`src/rtl/ucode_datapath.sv`:
```
module ucode_datapath #(
  parameter int W    = 8,
  parameter int SEED = 1
) (
  input  logic         clk,
  input  logic         rst,
  input  logic         run,
  output logic [4*W-1:0] y_view,
  output logic [4*W-1:0] z_view,
  output logic [3:0]   pc_view
);
  localparam int NREG = 4;

  logic [W-1:0] ybank [NREG];
  logic [W-1:0] zbank [NREG];
  logic [3:0]   pc;
  logic [8:0]   uword;
  logic [1:0]   op, ysel, zsel;
  logic [2:0]   dst;
  logic [W-1:0] opa, opb, res;

  always_comb begin
    case (pc)
      4'd0:  uword = {2'd0, 2'd0, 2'd0, 3'd0};
      4'd1:  uword = {2'd1, 2'd1, 2'd3, 3'd5};
      4'd2:  uword = {2'd2, 2'd2, 2'd1, 3'd3};
      4'd3:  uword = {2'd3, 2'd3, 2'd2, 3'd4};
      4'd4:  uword = {2'd0, 2'd3, 2'd3, 3'd7};
      4'd5:  uword = {2'd1, 2'd0, 2'd0, 3'd1};
      4'd6:  uword = {2'd3, 2'd1, 2'd1, 3'd2};
      4'd7:  uword = {2'd2, 2'd0, 2'd3, 3'd6};
      4'd8:  uword = {2'd0, 2'd2, 2'd2, 3'd0};
      4'd9:  uword = {2'd1, 2'd3, 2'd0, 3'd7};
      4'd10: uword = {2'd3, 2'd0, 2'd2, 3'd5};
      4'd11: uword = {2'd2, 2'd1, 2'd0, 3'd4};
      4'd12: uword = {2'd1, 2'd2, 2'd3, 3'd3};
      4'd13: uword = {2'd0, 2'd1, 2'd1, 3'd6};
      4'd14: uword = {2'd3, 2'd2, 2'd3, 3'd1};
      default: uword = {2'd1, 2'd0, 2'd1, 3'd2};
    endcase
  end

  assign {op, ysel, zsel, dst} = uword;
  assign opa = ybank[ysel];
  assign opb = zbank[zsel];

  always_comb begin
    case (op)
      2'd0:    res = opa + opb;
      2'd1:    res = opa - opb;
      2'd2:    res = opa & opb;
      default: res = opa | opb;
    endcase
  end

  always_ff @(posedge clk) begin
    if (rst) begin
      pc <= '0;
      for (int k = 0; k < NREG; k++) begin
        ybank[k] <= W'(SEED + k);
        zbank[k] <= W'(SEED + NREG + k);
      end
    end else if (run) begin
      pc <= pc + 4'd1;
      if (dst[2]) zbank[dst[1:0]] <= res;
      else        ybank[dst[1:0]] <= res;
    end
  end

  for (genvar g = 0; g < NREG; g++) begin : g_view
    assign y_view[g*W +: W] = ybank[g];
    assign z_view[g*W +: W] = zbank[g];
  end
  assign pc_view = pc;
endmodule


```
`config.mk`:
```
export PLATFORM = sky130hd
export DESIGN_NAME = ucode_datapath
export DESIGN_NICKNAME = d
export VERILOG_FILES = /design/src/rtl/ucode_datapath.sv
export SDC_FILE = /design/constraint.sdc
export NUM_CORES = 1
export LEC_CHECK = 0
export ABC_AREA = 1
export BUFFER_PORTS_ARGS = -buffer_cell sky130_fd_sc_hd__buf_4
export CAP_MARGIN = 30
export CORE_ASPECT_RATIO = 1.25
export CORE_MARGIN = 2
export CORE_UTILIZATION = 61
export DETAILED_ROUTE_END_ITERATION = 10
export HOLD_SLACK_MARGIN = 0.02
export PLACE_DENSITY = 0.84
export SYNTH_ARGS = -nofsm -noshare
export SYNTH_HDL_FRONTEND = slang
export SYNTH_SLANG_ARGS = --single-unit
```
`constraint.sdc`:
```
create_clock -name clk -period 4.1 [get_ports clk]
set_input_delay 0.205 -clock clk [delete_from_list [all_inputs] [get_ports clk]]
set_output_delay 0.205 -clock clk [all_outputs]
set_load 0.02 [all_outputs]
```
==> results.py, run 1 <==
metrics = {
    "sta": {
        "setup_viol": 0,
        "fin_skew_ns": 0.008412,
        "slew_violations": 0,
        "fin_tns_setup_ns": 0,
        "hold_viol": 0,
        "max_slew_margin": 0.3763,
        "fin_crit_ns": 3.434,
        "tightest_slew_ns": 0.9355,
        "timing.final.ws_setup_ns": 0.6664,
        "period_share": 0.8375,
        "hold_ws_ns": 0.1025,
        "fmax_ghz": 0.2912,
        "rsz0062_at_grt": "false",
    },
    "detailed_routing": {
        "drt-initial-drc-count": 317,
        "vias": 3619,
        "first_pass_iters": 5,
        "wl_per_cell_um": 16.74,
        "drc_errors": 0,
        "viasPerCell": 5.585,
        "ant_nets": 0,
        "wl_um": 10850,
    },
    "placement": {
        "place_congestion": 0.9368,
        "port_buffers": 70,
        "hpwl_um": 8295,
        "preCtsSetupSlack_ns": 0.7188,
        "placedCellCount": 632,
    },
    "yosys": {
        "synth_top_area_share": 0.4576,
        "ys_seq_area_frac": 0.5195,
        "synth_seq_cells": 77,
        "syn-num-nets": 505,
        "synth_area_leaders": "edfxtp_1, nand2_1, dfxtp_1",
        "mappedNetlistArea_mm2": 0.004200,
        "synth_cells": 485,
        "avgSynthCellArea_um2": 8.660,
        "yosysWarnings": 0,
        "yosys.area.top_type": "edfxtp_1",
        "ys_types": 39,
    },
    "cells_and_area": {
        "nets": 576,
        "insertedDiodeCount": 0,
        "regArea_mm2": 0.002182,
        "final_cells": 648,
        "layout_commonest_cell": "nand2_1",
        "multi_input_area_mm2": 0.001724,
        "syn2layout_area_growth_pct": 19.18,
        "drive_gt1_frac": 0.2371,
        "fillers": 479,
        "layout_common_cells": "nand2_1, buf_4, nor2_1",
    },
    "power": {
        "power_mw": 2.471,
        "powerDensity_mw_per_mm2": 493.5,
        "power.leakage_nw": 2.233,
        "ir_drop_mv": 0.2829,
    },
    "setup_path": {
        "endpoint_kind": "flop",
        "start_kind": "flop",
        "cp_max_fo": 19,
        "crit_arrival_ns": 3.54,
        "timing.rr.end": "zbank[1][6]$_SDFFCE_PN0P_",
        "crit_required_ns": 4.21,
        "worstSetupPathType": "reg2reg",
        "reg2reg_slack_ns": 0.67,
        "reg2reg_depth": 18,
        "rr_startpoint": "uword[3]$_DFF_P_",
    },
    "cts": {
        "cts_setup_buffers": 0,
        "cts_num_sinks": 77,
        "htreeDepth": 3,
        "cts_resized": 0,
        "cts_root_buf": "clkbuf_8",
        "clkLatencyLatePin_ns": 0.36,
        "clk_pin_slew_ns": 0.08,
        "postCtsHoldBufs": 0,
        "cts_buffers": 9,
        "cts_tree": "done",
        "clockBufferDepth": 2,
    },
    "hold_path": {
        "whs_path_depth": 2,
        "worstHoldEndpoint": "pc_view[0]$_SDFFE_PP0P_",
        "hold_class": "in2reg",
        "hp-start": "rst",
    },
    "grt": {
        "grt_max_degree": 20,
        "grt_pass1_vias": 3508,
        "grtUsageTotal": 0.3028,
        "grt_pass1_wl_um": 17310,
        "antenna_found_initial": 0,
        "grt_overflow": 0,
    },
    "die": {
        "die_w_um": 78.22,
        "core_area_mm2": 0.006606,
        "ios": 71,
        "die_y_um": 96.78,
        "die_area_mm2": 0.007570,
        "initial_utilization": 0.6358,
        "rows": 33,
    },
    "run_status": {
        "status": "finished, final reports clean",
    },
    "run": {
        "cap_violations": 0,
    },
}
==> stage by stage <==
stage / util / cell area (um2)
floorplan: - / 4200
global placement: 0.7233 / 4778
detailed placement: 0.7233 / 4778
CTS: 0.7578 / 5006
global route: 0.7578 / 5006
finish: 0.7578 / 5006
==> state kept, by name (all words and copies together) (netlist names) <==
signal	count
zbank	32
pc_view	4
uword	9
ybank	32
==> critical path: stages (launching register included) <==
cell and delay [ns]:
dfxtp_1 0.72, inv_4 0.18, nand2_1 0.12, nand3_1 0.07, nand2_1 0.17, ha_1 0.25, o21ai_0 0.24, inv_1 0.09
fa_1 0.39, inv_1 0.10, nand3_1 0.07, nand2_1 0.10, nand2_1 0.07, nand2_1 0.06, a21oi_1 0.07, xor2_1 0.15
o21ai_1 0.09, inv_2 0.16, nor2_1 0.06
==> layer usage <==
| metal | vias to the layer above | wire, um | track usage |
|---|---|---|---|
| li1 | 1726 | - | - |
| met1 | 1676 | 4105 | 0.3663 |
| met2 | 189 | 5569 | 0.5080 |
| met3 | 28 | 789 | 0.05504 |
| met4 | 0 | 382 | 0.1660 |
| met5 | - | 0 | 0 |
==> cell type report <==
| cell class | instances | area share |
|---|---|---|
| well taps | 87 | 0.02174 |
| multi-input cells | 339 | 0.3444 |
| flip-flops and latches | 77 | 0.4359 |
| clock inverters | 4 | 0.009998 |
| clock buffers | 12 | 0.03549 |
| inverters | 56 | 0.04299 |
| repair buffers | 73 | 0.1095 |
==> cells in the mapped netlist, drive strengths merged <==
master,n
edfxtp,64
inv,56
a21oi,12
nand3,35
buf,12
dfxtp,13
o21ai,26
mux2,1
and2,1
o221ai,1
nor2,76
a32oi,2
nand3b,1
clkbuf,1
nand2,143
or2,2
o211ai,5
nor3,6
a211oi,1
fa,1
a32o,2
ha,16
xor2,3
xnor2,3
a31oi,2
==> cells by family (layout without fill, tap and decap cells) <==
group,after synthesis,count (layout),synth area share
AOI/OAI and AO/OA,51,51,0.07269
xor gates and xnor gates,6,6,0.01251
adders and majority gates,17,17,0.05243
buffers and inverters,69,145,0.07000
DFF,77,77,0.5195
muxes,1,1,0.002681
and+or+nand+nor,264,264,0.2702
==> worst max-delay path by stage <==
stage,slack (ns),startpoint,cells after the start,end
after floorplan,1.37,uword[3]$_DFF_P_,20,ybank[2][6]$_SDFFCE_PN0P_
after CTS,0.70,uword[3]$_DFF_P_,18,zbank[0][6]$_SDFFCE_PN0P_
after detailed placement,0.72,uword[3]$_DFF_P_,18,zbank[0][6]$_SDFFCE_PN0P_
final,0.67,uword[3]$_DFF_P_,18,zbank[1][6]$_SDFFCE_PN0P_
after global placement,0.87,uword[3]$_DFF_P_,18,ybank[2][6]$_SDFFCE_PN0P_
after global routing,0.30,uword[3]$_DFF_P_,19,zbank[2][5]$_SDFFCE_PN0P_
==> report_power, final <==
group | total, mW | internal, mW | switching, mW
clock | 0.649 | 0.357 | 0.292
combinational | 0.846 | 0.259 | 0.587
sequential | 0.975 | 0.914 | 0.0606
total | 2.47 | 1.53 | 0.940
Note: power is estimated with default switching activity, not from simulation.
==> run 2, diff against run 1 <==
--- a/config.mk
+++ b/config.mk
@@ -10,10 +10,10 @@
 export CAP_MARGIN = 30
 export CORE_ASPECT_RATIO = 1.25
 export CORE_MARGIN = 2
-export CORE_UTILIZATION = 61
+export CORE_UTILIZATION = 51
 export DETAILED_ROUTE_END_ITERATION = 10
 export HOLD_SLACK_MARGIN = 0.02
-export PLACE_DENSITY = 0.84
+export PLACE_DENSITY = 0.74
 export SYNTH_ARGS = -nofsm -noshare
 export SYNTH_HDL_FRONTEND = slang
 export SYNTH_SLANG_ARGS = --single-unit
==> constraint.sdc (replaced) <==
create_clock -name clk -period 2.9 [get_ports clk]
set_input_delay 0.145 -clock clk [delete_from_list [all_inputs] [get_ports clk]]
set_output_delay 0.145 -clock clk [all_outputs]
set_load 0.02 [all_outputs]
==> run 2 against run 1 <==
Net effect: sequential share of layout area shrank 1.7 points; register-to-register slack lost 0.52 ns; clock skew grew 0.0065 ns; wire length grew 4.4%; critical path depth shrank 4; global-route usage shrank 4.6 points; highest routed layer unchanged; worst hold slack lost 0.039 ns; first-iteration DRC count shrank 20%; non-clock buffer count grew 22; via count grew 2.0%; sequential power grew 41%; core utilization shrank 11 points.
==> results.py, run 2 (synthesized netlist as in run 1, its figures left out) <==
metrics = {
    "cts": {
        "htreeDepth": 3,
        "postCtsHoldBufs": 0,
        "clockBufferDepth": 2,
        "cts_buffers": 9,
        "clkLatencyLatePin_ns": 0.35,
        "cts_root_buf": "clkbuf_8",
        "clk_pin_slew_ns": 0.08,
        "cts_tree": "done",
        "cts_num_sinks": 77,
    },
    "placement": {
        "hpwl_um": 8596,
        "place_congestion": 0.9790,
        "port_buffers": 70,
        "placed_cell_area_mm2": 0.004903,
    },
    "power": {
        "powerDensity_mw_per_mm2": 678.1,
        "switching_share": 0.3942,
        "power.leakage_nw": 2.319,
        "p_int_mw": 2.143,
        "pwr-share-clk": 0.207,
        "ir_drop_mv": 0.3589,
        "combPwrFrac": 0.407,
        "p_sw_mw": 1.394,
        "power_frac_seq": 0.386,
    },
    "hold_path": {
        "whs_path_depth": 2,
        "worstHoldEndpoint": "pc_view[0]$_SDFFE_PP0P_",
        "hold_class": "in2reg",
        "hp-start": "rst",
    },
    "die": {
        "ios": 71,
        "core_area_mm2": 0.008102,
        "die_y_um": 105.5,
        "die_w_um": 85.17,
        "die_area_mm2": 0.008982,
        "initial_utilization": 0.5185,
        "rows": 37,
    },
    "grt": {
        "grt_max_degree": 15,
        "antenna_found_initial": 0,
        "grt_pass1_wl_um": 17460,
        "grtUsageTotal": 0.2569,
        "grt_overflow": 0,
        "grt_pass1_vias": 3475,
    },
    "run": {
        "cap_violations": 0,
    },
    "cells_and_area": {
        "syn2layout_area_growth_pct": 24.19,
        "design_area_mm2": 0.005216,
        "layout_common_cells": "nand2_1, buf_4, nor2_1",
        "insertedDiodeCount": 0,
        "drive_gt1_frac": 0.2899,
        "nets": 598,
        "layout_commonest_cell": "nand2_1",
    },
    "setup_path": {
        "reg2reg_depth": 14,
        "cp_max_fo": 12,
        "crit_required_ns": 3.00,
        "reg2reg_slack_ns": 0.15,
        "crit_arrival_ns": 2.84,
        "rr_startpoint": "uword[5]$_DFF_P_",
        "start_kind": "flop",
        "endpoint_kind": "flop",
        "timing.rr.end": "zbank[2][6]$_SDFFCE_PN0P_",
        "worstSetupPathType": "reg2reg",
    },
    "sta": {
        "max_slew_margin": 0.6385,
        "fin_crit_ns": 2.749,
        "setup_viol": 0,
        "fmax_ghz": 0.3638,
        "fin_tns_setup_ns": 0,
        "fin_skew_ns": 0.01494,
        "rsz0062_at_grt": "false",
        "hold_viol": 0,
        "slew_violations": 0,
        "tightest_slew_ns": 0.5422,
        "period_share": 0.9478,
    },
    "detailed_routing": {
        "wl_um": 11320,
        "first_pass_iters": 5,
        "ant_nets": 0,
        "vias": 3692,
        "drc_errors": 0,
        "viasPerCell": 5.429,
        "drt-initial-drc-count": 253,
        "wl_per_cell_um": 16.65,
    },
    "run_status": {
        "status": "finished, final reports clean",
    },
}
run 2: cell type report:
type / instances / area, um2
fillers: 683 / 2885
flip-flops and latches: 77 / 2187
multi-input cells: 339 / 1797
repair buffers: 95 / 714.4
inverters: 56 / 222.7
clock buffers: 15 / 166.4
well taps: 97 / 121.4
clock inverters: 1 / 7.507
run 2: how the worst max path moves through the flow:
| stage | cells past startpoint | from | endpoint | slack, ns |
|---|---|---|---|---|
| floorplan | 20 | uword[3]$_DFF_P_ | ybank[2][6]$_SDFFCE_PN0P_ | 0.17 |
| global placement | 19 | uword[3]$_DFF_P_ | zbank[0][5]$_SDFFCE_PN0P_ | 0.04 |
| detailed placement | 19 | uword[3]$_DFF_P_ | ybank[3][5]$_DFFE_PP_ | -0.06 |
| CTS | 19 | uword[3]$_DFF_P_ | ybank[3][5]$_DFFE_PP_ | 0.03 |
| global route | 19 | uword[3]$_DFF_P_ | zbank[1][5]$_SDFFCE_PN0P_ | 0.006 |
| finish | 14 | uword[5]$_DFF_P_ | zbank[2][6]$_SDFFCE_PN0P_ | 0.15 |
run 2: metal layers:
layer	vias to the layer above	global-route usage	share of wire
li1	1778	-	-
met1	1746	0.3084	0.40
met2	145	0.4302	0.51
met3	23	0.05482	0.062
met4	0	0.1327	0.031
met5	-	0	0
run 2: power groups by stage:
stage                     combinational, mW  clock, mW  sequential, mW
after floorplan                       0.770          0            1.44
after global placement                 1.27          0            1.39
after detailed placement               1.30          0            1.39
after CTS                              1.31      0.742            1.36
after global routing                   1.56      0.787            1.37
final                                  1.44      0.734            1.37
run 2: critical path, stage by stage, from the launching register on:
cell	delay (ns)
dfxtp_1	0.52
buf_4	0.26
nand2_1	0.08
a32o_2	0.31
fa_1	0.42
inv_1	0.10
nand3_1	0.07
nand2_1	0.09
nand2_1	0.06
nand2_1	0.06
a21oi_1	0.06
xor2_1	0.15
o21ai_1	0.09
inv_2	0.17
nor2_1	0.06
run 2: what timing repair did:
| item | in CTS | in global routing |
|---|---|---|
| endpoints found under the setup margin | 24 | 40 |
| buffers inserted | 0 | 7 |
| pin swaps | 0 | 9 |
| resized for setup | 2 | 25 |
| hold endpoints to repair | 0 | 0 |
| gates cloned | 0 | 0 |
run 2: per-stage QoR:
stage               worst slack, ns  hold slack [ns]  instances    util  total power, mW
floorplan                    0.1668           0.3511        485       -            2.208
global placement            0.03943           0.4167        657  0.6053            2.660
detailed placement         -0.06237           0.4256        657  0.6053            2.685
CTS                         0.03297          0.04694        673  0.6270            3.413
global route               0.006427          0.06491        680  0.6439            3.719
finish                       0.1513          0.06345        680  0.6439            3.537
==> run 3, diff against run 2 <==
--- a/config.mk
+++ b/config.mk
@@ -9,11 +9,11 @@
 export BUFFER_PORTS_ARGS = -buffer_cell sky130_fd_sc_hd__buf_4
 export CAP_MARGIN = 30
 export CORE_ASPECT_RATIO = 1.25
-export CORE_MARGIN = 2
-export CORE_UTILIZATION = 51
+export CORE_MARGIN = 5
+export CORE_UTILIZATION = 45
 export DETAILED_ROUTE_END_ITERATION = 10
 export HOLD_SLACK_MARGIN = 0.02
-export PLACE_DENSITY = 0.74
+export PLACE_DENSITY = 0.67
 export SYNTH_ARGS = -nofsm -noshare
 export SYNTH_HDL_FRONTEND = slang
 export SYNTH_SLANG_ARGS = --single-unit
==> run 3 against run 2 <==
Net effect: die area is 27% higher; combinational power hardly changed; register-to-register slack worse by 0.03 ns; sequential share of layout area is 2.3 points lower; count of clock-buffer cells in the layout is 3 lower; first-iteration DRC count is 1.2% lower; cell count is 4.9% higher; critical path type unchanged; critical endpoint is now zbank[0][5]$_SDFFCE_PN0P_; largest power group unchanged.
==> results.py, run 3 (synthesized netlist as in run 1, its figures left out) <==
metrics = {
    "cells_and_area": {
        "multi_input_area_mm2": 0.001854,
        "insertedDiodeCount": 0,
        "design_area_mm2": 0.005534,
        "layout_commonest_cell": "nand2_1",
        "drive_gt1_frac": 0.3220,
        "layout_common_cells": "nand2_1, buf_4, edfxtp_1",
        "syn2layout_area_growth_pct": 31.75,
        "fillers": 765,
        "nets": 605,
        "regArea_mm2": 0.002191,
        "final_cells": 713,
    },
    "setup_path": {
        "cp_max_fo": 8,
        "cp_slowest_cell": "dfxtp_4",
        "crit_top_cell": "nand2_1",
        "timing.rr.end": "zbank[0][5]$_SDFFCE_PN0P_",
        "reg2reg_depth": 19,
        "crit_arrival_ns": 2.86,
        "critical_path.top_delay_family": "simple AND/OR/NAND/NOR gates",
        "worstSetupPathType": "reg2reg",
        "reg2reg_slack_ns": 0.12,
        "worst-path-buf-inv": 4,
        "crit_required_ns": 2.97,
        "endpoint_kind": "flop",
        "start_kind": "flop",
        "slowest_delay_ns": 0.40,
        "cp_cell_sequence": "buf_6, buf_6, nand2_1, nand3_2, nand2_4, buf_4, xor2_1, ha_1, a21oi_2, nand2_1, nand2_1, nand2_1, nand2_1, nand2_2, or2_1, nand3_1, nand2_2, inv_4, nor2_1",
        "rr_startpoint": "uword[3]$_DFF_P_",
    },
    "sta": {
        "fin_crit_ns": 2.782,
        "period_share": 0.9592,
        "fmax_ghz": 0.3595,
        "max_slew_margin": 0.6992,
        "slew_violations": 0,
        "timing.final.ws_setup_ns": 0.1183,
        "hold_viol": 0,
        "tightest_slew_ns": 0.4512,
        "setup_viol": 0,
        "fin_tns_setup_ns": 0,
        "fin_skew_ns": 0.008933,
    },
    "placement": {
        "preCtsSetupSlack_ns": -0.05538,
        "placed_cell_area_mm2": 0.004943,
        "port_buffers": 70,
        "placedCellCount": 684,
        "hpwl_um": 9032,
        "place_congestion": 0.9183,
    },
    "grt": {
        "grtUsageTotal": 0.2171,
        "antenna_found_initial": 0,
        "grt_pass1_vias": 3569,
        "grt_pass1_wl_um": 18840,
        "grt_overflow": 0,
        "grt_max_degree": 15,
    },
    "cts": {
        "htreeDepth": 3,
        "cts_tree": "done",
        "cts_root_buf": "clkbuf_16",
        "cts_buffers": 9,
        "clkLatencyLatePin_ns": 0.33,
        "postCtsHoldBufs": 0,
        "cts_num_sinks": 77,
        "clockBufferDepth": 2,
        "clk_pin_slew_ns": 0.06,
    },
    "power": {
        "powerDensity_mw_per_mm2": 725.9,
        "power.leakage_nw": 2.448,
        "ir_drop_mv": 0.4299,
        "power_mw": 4.017,
    },
    "detailed_routing": {
        "wl_per_cell_um": 16.55,
        "drt-initial-drc-count": 250,
        "ant_nets": 0,
        "first_pass_iters": 5,
        "wl_um": 11800,
        "vias": 3667,
        "viasPerCell": 5.143,
        "drc_errors": 0,
    },
    "hold_path": {
        "hold_class": "in2reg",
        "whs_path_depth": 2,
        "hp-start": "rst",
        "worstHoldEndpoint": "pc_view[0]$_SDFFE_PP0P_",
    },
    "die": {
        "die_area_mm2": 0.01138,
        "die_w_um": 96.41,
        "core_area_mm2": 0.009125,
        "die_y_um": 118.0,
        "initial_utilization": 0.4603,
        "rows": 39,
        "ios": 71,
    },
    "run": {
        "cap_violations": 0,
    },
    "run_status": {
        "status": "finished, final reports clean",
    },
}
[run 3: changes by cell type in the layout (fill, tap and decap cells not counted), sizes merged]
cell / previous run / this run
clkinv: 1 / 3
buf: 94 / 102
clkinvlp: 1 / 0
inv: 55 / 56
bufinv: 0 / 1
clkbuf: 16 / 12
[run 3: layout make-up]
cell class,instances,share of cell area
multi-input combinational,339,0.3351
inverter,56,0.04024
clock buffer,12,0.04838
sequential,77,0.3959
tap,123,0.02781
timing repair buffer,102,0.1431
clock inverter,4,0.009496
[run 3: timing repair]
item,in CTS,in global routing
endpoints found under the hold margin,0,0
endpoints found under the setup margin,24,39
setup buffers,0,13
pin swaps,0,23
resized for setup,1,49
[run 3: worst reg2reg max path, delay by kind of cell, from the launching register on]
kind | cells | cell delay [ns]
xor gates and xnor gates | 1 | 0.15
buffers and inverters | 4 | 0.48
AOI/OAI and AO/OA | 1 | 0.15
DFF | 1 | 0.40
adders and majority gates | 1 | 0.37
and+or+nand+nor | 12 | 0.98
[run 3: worst max path at each step]
stage | from | end | slack [ns] | cells after the start
2_1_floorplan | uword[3]$_DFF_P_ | ybank[2][6]$_SDFFCE_PN0P_ | 0.17 | 20
4_1_cts | uword[4]$_DFF_P_ | zbank[0][5]$_SDFFCE_PN0P_ | 0.008 | 18
6_report | uword[3]$_DFF_P_ | zbank[0][5]$_SDFFCE_PN0P_ | 0.12 | 19
5_1_grt | uword[3]$_DFF_P_ | ybank[2][7]$_SDFFCE_PN0P_ | -0.08 | 20
3_5_place_dp | uword[3]$_DFF_P_ | zbank[0][5]$_SDFFCE_PN0P_ | -0.06 | 18
3_3_place_gp | uword[3]$_DFF_P_ | ybank[2][6]$_SDFFCE_PN0P_ | 0.02 | 18
[run 3: per-layer routing]
metal	wire, um	GRT usage	vias up
met5	0	0	-
met1	4739	0.2786	1720
met3	722	0.03261	17
li1	-	-	1787
met2	6051	0.3594	143
met4	286	0.08947	0
[run 3: stage by stage]
stage | hold slack (ns) | utilization
after floorplan | 0.3511 | -
after global placement | 0.4153 | 0.5418
after detailed placement | 0.4202 | 0.5418
after CTS | 0.06615 | 0.5770
after global routing | 0.07537 | 0.6065
final | 0.07110 | 0.6065
[run 3: power breakdown]
group          switching [mW]  internal (mW)  leakage, nW
clock network           0.437          0.745        0.158
registers              0.0716           1.30        0.729
logic                   0.947          0.520         1.56
